File: src/rtl/gns_pkg.sv
package gns_pkg;

  typedef enum logic [2:0] {
    S_START,
    S_FWD_RD,
    S_FWD_WR,
    S_LOC_RD,
    S_LOC_PUSH,
    S_RES,
    S_DN_RD,
    S_UP_WR
  } seqState_t;

  typedef struct packed {
    logic loadHold;
    logic clrCnt;
    logic incCnt;
    logic loadAcc;
    logic addAcc;
  } dpCtl_t;

endpackage

File: src/rtl/gns_dpath.sv
module gns_dpath
  import gns_pkg::*;
#(
  parameter int DATA_W = 16,
  parameter int POS_W  = 4,
  parameter int LEN_W  = 6
) (
  input  logic              clk,
  input  logic              rstN,
  input  dpCtl_t            ctl,
  input  logic [POS_W-1:0]  nodePos,
  input  logic [LEN_W-1:0]  pktLen,
  input  logic [DATA_W-1:0] upRdData,
  input  logic [DATA_W-1:0] dnRdData,
  input  logic [DATA_W-1:0] hookResData,
  output logic [DATA_W-1:0] holdWord,
  output logic [DATA_W-1:0] accWord,
  output logic              fwdEmpty,
  output logic              locEmpty,
  output logic              fwdLast,
  output logic              locLast
);
  localparam int CNT_W = POS_W + LEN_W;

  logic [CNT_W-1:0] cnt;
  logic [CNT_W-1:0] cntNext;
  logic [CNT_W-1:0] fwdTotal;
  logic [CNT_W-1:0] locTotal;

  assign fwdTotal = CNT_W'(nodePos) * CNT_W'(pktLen);
  assign locTotal = CNT_W'(pktLen);
  assign cntNext  = cnt + CNT_W'(1);
  assign fwdEmpty = (fwdTotal == '0);
  assign locEmpty = (locTotal == '0);
  assign fwdLast  = (cntNext == fwdTotal);
  assign locLast  = (cntNext == locTotal);

  always_ff @(posedge clk) begin
    if (!rstN) begin
      cnt      <= '0;
      holdWord <= '0;
      accWord  <= '0;
    end else begin
      if (ctl.clrCnt)      cnt <= '0;
      else if (ctl.incCnt) cnt <= cntNext;
      if (ctl.loadHold) holdWord <= upRdData;
      if (ctl.loadAcc)      accWord <= hookResData;
      else if (ctl.addAcc)  accWord <= accWord + dnRdData;
    end
  end

  // count never runs past the local packet while pushing local words
  p_cnt_bound_r2: assert property (@(posedge clk) disable iff (!rstN)
    ctl.incCnt && !ctl.clrCnt |-> (cntNext <= fwdTotal) || (cntNext <= locTotal));

endmodule

File: src/rtl/gns_ctrl.sv
module gns_ctrl
  import gns_pkg::*;
(
  input  logic   clk,
  input  logic   rstN,
  input  logic   nodeIsLast,
  input  logic   fwdEmpty,
  input  logic   locEmpty,
  input  logic   fwdLast,
  input  logic   locLast,
  input  logic   upRdDone,
  input  logic   upWrDone,
  input  logic   dnWrDone,
  input  logic   dnRdDone,
  input  logic   hookReady,
  input  logic   hookResValid,
  output logic   upRdReq,
  output logic   upWrReq,
  output logic   dnWrReq,
  output logic   dnRdReq,
  output logic   hookValid,
  output logic   hookResReady,
  output dpCtl_t ctl
);
  seqState_t st, nxt;

  always_ff @(posedge clk) begin
    if (!rstN) st <= S_START;
    else       st <= nxt;
  end

  always_comb begin
    nxt = st;
    ctl = '0;
    case (st)
      S_START: begin
        ctl.clrCnt = 1'b1;
        if (!fwdEmpty)      nxt = S_FWD_RD;
        else if (!locEmpty) nxt = S_LOC_RD;
        else                nxt = S_RES;
      end
      S_FWD_RD: if (upRdDone) begin
        ctl.loadHold = 1'b1;
        nxt = S_FWD_WR;
      end
      S_FWD_WR: if (dnWrDone) begin
        if (fwdLast) begin
          ctl.clrCnt = 1'b1;
          nxt = locEmpty ? S_RES : S_LOC_RD;
        end else begin
          ctl.incCnt = 1'b1;
          nxt = S_FWD_RD;
        end
      end
      S_LOC_RD: if (upRdDone) begin
        ctl.loadHold = 1'b1;
        nxt = S_LOC_PUSH;
      end
      S_LOC_PUSH: if (hookReady) begin
        if (locLast) nxt = S_RES;
        else begin
          ctl.incCnt = 1'b1;
          nxt = S_LOC_RD;
        end
      end
      S_RES: if (hookResValid) begin
        ctl.loadAcc = 1'b1;
        nxt = nodeIsLast ? S_UP_WR : S_DN_RD;
      end
      S_DN_RD: if (dnRdDone) begin
        ctl.addAcc = 1'b1;
        nxt = S_UP_WR;
      end
      S_UP_WR: if (upWrDone) nxt = S_START;
      default: nxt = S_START;
    endcase
  end

  assign upRdReq      = (st == S_FWD_RD) || (st == S_LOC_RD);
  assign dnWrReq      = (st == S_FWD_WR);
  assign hookValid    = (st == S_LOC_PUSH);
  assign hookResReady = (st == S_RES);
  assign dnRdReq      = (st == S_DN_RD);
  assign upWrReq      = (st == S_UP_WR);

  p_one_access_r7: assert property (@(posedge clk) disable iff (!rstN)
    $countones({upRdReq, upWrReq, dnWrReq, dnRdReq, hookValid, hookResReady}) <= 1);

  p_hold_uprd_r6: assert property (@(posedge clk) disable iff (!rstN)
    upRdReq && !upRdDone |=> upRdReq);

  p_hold_upwr_r6: assert property (@(posedge clk) disable iff (!rstN)
    upWrReq && !upWrDone |=> upWrReq);

  p_no_dn_fetch_r3: assert property (@(posedge clk) disable iff (!rstN)
    nodeIsLast |-> !dnRdReq);

endmodule

File: src/rtl/gather_node_seq.sv
module gather_node_seq
  import gns_pkg::*;
#(
  parameter int DATA_W = 16,
  parameter int POS_W  = 4,
  parameter int LEN_W  = 6
) (
  input  logic              clk,
  input  logic              rstN,
  input  logic [POS_W-1:0]  nodePos,
  input  logic [LEN_W-1:0]  pktLen,
  output logic              upRdReq,
  input  logic              upRdDone,
  input  logic [DATA_W-1:0] upRdData,
  output logic              upWrReq,
  output logic [DATA_W-1:0] upWrData,
  input  logic              upWrDone,
  output logic              dnWrReq,
  output logic [DATA_W-1:0] dnWrData,
  input  logic              dnWrDone,
  output logic              dnRdReq,
  input  logic              dnRdDone,
  input  logic [DATA_W-1:0] dnRdData,
  output logic              hookValid,
  output logic [DATA_W-1:0] hookData,
  input  logic              hookReady,
  output logic              hookResReady,
  input  logic              hookResValid,
  input  logic [DATA_W-1:0] hookResData
);
  dpCtl_t            ctl;
  logic              fwdEmpty, locEmpty, fwdLast, locLast;
  logic [DATA_W-1:0] holdWord, accWord;
  logic              nodeIsLast;

  assign nodeIsLast = (nodePos == '0);

  gns_ctrl u_ctrl (
    .clk(clk), .rstN(rstN), .nodeIsLast(nodeIsLast),
    .fwdEmpty(fwdEmpty), .locEmpty(locEmpty), .fwdLast(fwdLast), .locLast(locLast),
    .upRdDone(upRdDone), .upWrDone(upWrDone), .dnWrDone(dnWrDone), .dnRdDone(dnRdDone),
    .hookReady(hookReady), .hookResValid(hookResValid),
    .upRdReq(upRdReq), .upWrReq(upWrReq), .dnWrReq(dnWrReq), .dnRdReq(dnRdReq),
    .hookValid(hookValid), .hookResReady(hookResReady), .ctl(ctl)
  );

  gns_dpath #(.DATA_W(DATA_W), .POS_W(POS_W), .LEN_W(LEN_W)) u_dpath (
    .clk(clk), .rstN(rstN), .ctl(ctl), .nodePos(nodePos), .pktLen(pktLen),
    .upRdData(upRdData), .dnRdData(dnRdData), .hookResData(hookResData),
    .holdWord(holdWord), .accWord(accWord),
    .fwdEmpty(fwdEmpty), .locEmpty(locEmpty), .fwdLast(fwdLast), .locLast(locLast)
  );

  assign dnWrData = holdWord;
  assign hookData = holdWord;
  assign upWrData = accWord;

  // forwarded word equals the word just read upstream
  p_fwd_match_r1: assert property (@(posedge clk) disable iff (!rstN)
    $rose(dnWrReq) |-> dnWrData == $past(upRdData));

  p_dnwr_stable_r6: assert property (@(posedge clk) disable iff (!rstN)
    dnWrReq && !dnWrDone |=> $stable(dnWrData));

  // a non-last node only writes upstream right after its downstream fetch
  p_sum_path_r4: assert property (@(posedge clk) disable iff (!rstN)
    $rose(upWrReq) && !nodeIsLast |-> $past(dnRdReq && dnRdDone));

  p_last_result_r4: assert property (@(posedge clk) disable iff (!rstN)
    $rose(upWrReq) && nodeIsLast |-> upWrData == $past(hookResData));

endmodule

File: config.mk
export PLATFORM = sky130hd
export DESIGN_NAME = gather_node_seq
export DESIGN_NICKNAME = d
export VERILOG_FILES = /design/src/rtl/gns_pkg.sv /design/src/rtl/gns_dpath.sv /design/src/rtl/gns_ctrl.sv /design/src/rtl/gather_node_seq.sv
export SDC_FILE = /design/constraint.sdc
export NUM_CORES = 1
export LEC_CHECK = 0
export ABC_AREA = 1
export CORE_UTILIZATION = 49
export CTS_BUF_LIST = sky130_fd_sc_hd__clkbuf_4 sky130_fd_sc_hd__clkbuf_8 sky130_fd_sc_hd__clkbuf_16
export DETAILED_ROUTE_END_ITERATION = 10
export PLACE_DENSITY_LB_ADDON = 0.3
export SLEW_MARGIN = 20
export SYNTH_ARGS = -nofsm -noshare
export SYNTH_HDL_FRONTEND = slang
export SYNTH_HIERARCHICAL = 1
export SYNTH_SLANG_ARGS = --single-unit
File: constraint.sdc
create_clock -name clk -period 5.2 [get_ports clk]
set_input_delay 0.52 -clock clk [delete_from_list [all_inputs] [get_ports clk]]
set_output_delay 0.52 -clock clk [all_outputs]
set_load 0.03 [all_outputs]
==> flow_metrics.env <==
export IMPL_grt_ovfl_total=0
export IMPL_crit_arrival_ps=4790
export IMPL_netlist_area_um2=4096
export IMPL_startpoint="nodePos[3]"
export IMPL_die_height_um=93.44
export IMPL_synth_edff_count=0
export IMPL_synth_warnings=6
export IMPL_clkSinkCount=45
export IMPL_avgSynthCellArea_um2=6.492
export IMPL_hpwl_um=8815
export IMPL_r2r_cells=18
export IMPL_min_path_cells=2
export IMPL_ys_top_cells_by_area="dfxtp_1 22%, nand2_1 14%, ha_1 9.2%"
export IMPL_drive_gt1_share_pct=5.357
export IMPL_synthMuxAreaShare_pct=0
export IMPL_finalSetupViolCount=0
export IMPL_hold_end="u_dpath/accWord[5]"
export IMPL_fin_util_pct=67.91
export IMPL_synth_compound_area_share_pct=14.39
export IMPL_drc=0
export IMPL_initial_core_util_pct=51.94
export IMPL_tightest_slew_ps=870.4
export IMPL_crit_path_max_fanout=14
export IMPL_first_pass_iters=6
export IMPL_postSynthCellCount=631
export IMPL_wl_um=11210
export IMPL_synth_flop_cell="dfxtp_1"
export IMPL_synth_top_area_share_pct=21.99
export IMPL_r2r_start="u_dpath/cnt[0]"
export IMPL_max_stage_delay_ps=600
export IMPL_start_kind="primary input"
export IMPL_status="completed"
export IMPL_synth_seq_cells=45
export IMPL_crit_required_ps=5430
export IMPL_antenna_found_initial=0
export IMPL_ios=120
export IMPL_cts_path_max_buffers=2
export IMPL_cts_htree_levels=2
export IMPL_cts_resized=0
export IMPL_end_kind="flip-flop"
export IMPL_finalHoldViolations=0
export IMPL_cts_hold_buf=0
export IMPL_placed_area_um2=5216
export IMPL_ant_nets=0
export IMPL_synth_simple_gate_area_share_pct=33.63
export IMPL_fmax_ghz=0.2191
export IMPL_holdCritPathClass="flip-flop to flip-flop"
export IMPL_fin_worst_skew_ps=6.471
export IMPL_ys_types=42
export IMPL_grt_pass1_vias=4085
export IMPL_grt_pass1_wl_um=18190
export IMPL_die_area_um2=8730
export IMPL_final_max_slew_violation_count=0
export IMPL_syn_nets=736
export IMPL_drv_cap=0
export IMPL_p_leak_uw=0.002541
export IMPL_rows=32
export IMPL_fin_crit_sh_pct=87.76
export IMPL_fin_crit_ps=4563
export IMPL_hp_start="u_dpath/accWord[5]"
export IMPL_syn2layout_area_growth_pct=30.76
export IMPL_viasPerCell=5.233
export IMPL_fin_tns_setup_ps=0
export IMPL_synthAdderAreaFrac_pct=13.56
export IMPL_coreArea_um2=7888
export IMPL_n_antenna_cell=0
export IMPL_synth_top_family_by_area="simple AND/OR/NAND/NOR gates"
export IMPL_cts_setup_buffers=0
export IMPL_path_buf_inv=4
export IMPL_path_class="primary input to flip-flop"
export IMPL_path_cells="clkdlybuf4s50_1 -> nand2_1 -> fa_1 -> fa_1 -> inv_1 -> ha_1 -> a21oi_1 -> nand2_1 -> a21oi_2 -> nand2_1 -> nand3b_1 -> nand2_1 -> nor2_1 -> nand3_1 -> nor2_1 -> inv_1 -> a32o_1 -> inv_1 -> o21ai_0 -> a21oi_1"
export IMPL_clock_latency_ps=300
export IMPL_cts_tree="yes"
export IMPL_fp_dieW_um=93.44
export IMPL_grt_max_degree=23
export IMPL_final_cell_area_um2=5356
export IMPL_portBuffers=119
export IMPL_async_reset_ff_share_pct=0
export IMPL_synth_top_area_cell="dfxtp_1"
export IMPL_grt_usage_pct=25.65
export IMPL_reg2reg_slack_ps=2180
export IMPL_vias=4343
export IMPL_cts_buffers=5
export IMPL_ir_worst_vdd_v=0.0002625
export IMPL_synthXorXnorAreaFrac_pct=3.390
export IMPL_grt_setup_unrepaired="no"
export IMPL_relSlewSlack_pct=41.76
export IMPL_cts_root_buffer="clkbuf_8"
export IMPL_holdWs_ps=522.8
export IMPL_cellPowerDensity_nw_per_um2=324.6
export IMPL_synth_yosys_seq_area_share_pct=21.99
export IMPL_nets=832
export IMPL_drt_initial_drc_count=194
export IMPL_finalWeightedCongestion=0.9052
export IMPL_reg2reg_to="u_dpath/cnt[0]"
export IMPL_cp_common_cell="nand2_1"
export IMPL_cp_slowest_cell="clkdlybuf4s50_1"
export IMPL_wire_per_inst_um=13.51
export IMPL_critical_path_top_delay_family="adder cells"
export IMPL_path_clk_slew_ps=90
-- how the worst max path moves through the flow --
stage | endpoint | slack (ps) | cells past startpoint
after global routing | u_dpath/cnt[0] | 270 | 20
after CTS | u_dpath/cnt[0] | 680 | 20
after detailed placement | u_dpath/cnt[0] | 370 | 20
final | u_dpath/cnt[0] | 640 | 20
after floorplan | u_dpath/cnt[6] | 1410 | 19
after global placement | u_dpath/cnt[8] | 570 | 21
-- power by group --
| group | total (uW) | internal, uW | switching (uW) | leakage, uW |
|---|---|---|---|---|
| clock | 324 | 194 | 130 | 0.0000687 |
| sequential | 496 | 409 | 87.6 | 0.000366 |
| combinational | 919 | 361 | 558 | 0.00211 |
| total | 1740 | 963 | 776 | 0.00254 |
-- routing by layer --
metal | vias up | part of all wire (%) | wire, um | track usage [%]
li1 | 2222 | - | - | -
met1 | 1943 | 42 | 4681 | 31.14
met2 | 161 | 50 | 5607 | 47.37
met3 | 17 | 6.8 | 764 | 3.577
met4 | 0 | 1.4 | 160 | 6.026
met5 | - | 0 | 0 | 0
-- cell usage after synthesis, drive strengths merged, types with 6 or more instances --
| library cell | count |
|---|---|
| nand2 | 161 |
| fa | 9 |
| buf | 23 |
| a21oi | 44 |
| dfxtp | 45 |
| nand3 | 46 |
| ha | 30 |
| nor3 | 8 |
| nand4 | 11 |
| xor2 | 10 |
| a22oi | 9 |
| inv | 86 |
| nand3b | 7 |
| nor2 | 75 |
| clkbuf | 8 |
| a31oi | 6 |
| o21ai | 32 |
-- logic make-up after synthesis --
group / Yosys count
xor gates and xnor gates: 15
AOI/OAI and AO/OA: 103
and+or+nand+nor: 312
buffers and inverters: 117
adders and majority gates: 39
DFF: 45
-- flip-flops by register name, summed over array words and instances (netlist names) --
name / flops
u_ctrl/st: 3
u_dpath/accWord: 16
u_dpath/cnt: 10
u_dpath/holdWord: 16
-- per-stage QoR --
step	setup WS, ps	cells	total power (uW)
floorplan	1408	631	1150
global placement	574.2	822	1391
detailed placement	373.5	822	1410
CTS	675.4	830	1739
global route	270.4	830	1858
finish	636.6	830	1739
-- worst min-delay path, stage by stage (launching register included) --
cell and delay, ps:
dfxtp_1 340, nand2_1 70, a31oi_1 70
-- cell type report --
class	instances	area, um^2
Multi-Input combinational cell	469	2664
Sequential cell	45	900.9
Tap cell	102	127.6
Clock buffer	5	68.82
Inverter	86	327.8
Fill cell	677	2531
Timing Repair Buffer	120	1199
Clock inverter	3	68.82
-- layout by cell type, fill, tap and decap left out, types with 2 or more instances in the layout --
cell type and n:
a31oi_1 6, inv_2 3, o21ai_0 32, nand3b_1 7, inv_1 81, a21oi_2 2, ha_1 30, a21o_1 3
nor2_2 6, nor2_4 2, nand3_1 44, nor2_1 67, nor3_1 7, xor2_1 9, bufinv_16 2, fa_1 9
xnor2_1 5, nand2_1 152, a21oi_1 42, a22oi_1 9, nand2_2 9, clkdlybuf4s50_1 119, clkbuf_8 5, inv_4 2
dfxtp_1 45, o211ai_1 2, o21bai_1 4, nand4_1 11
(Power assumes the default switching activity.)
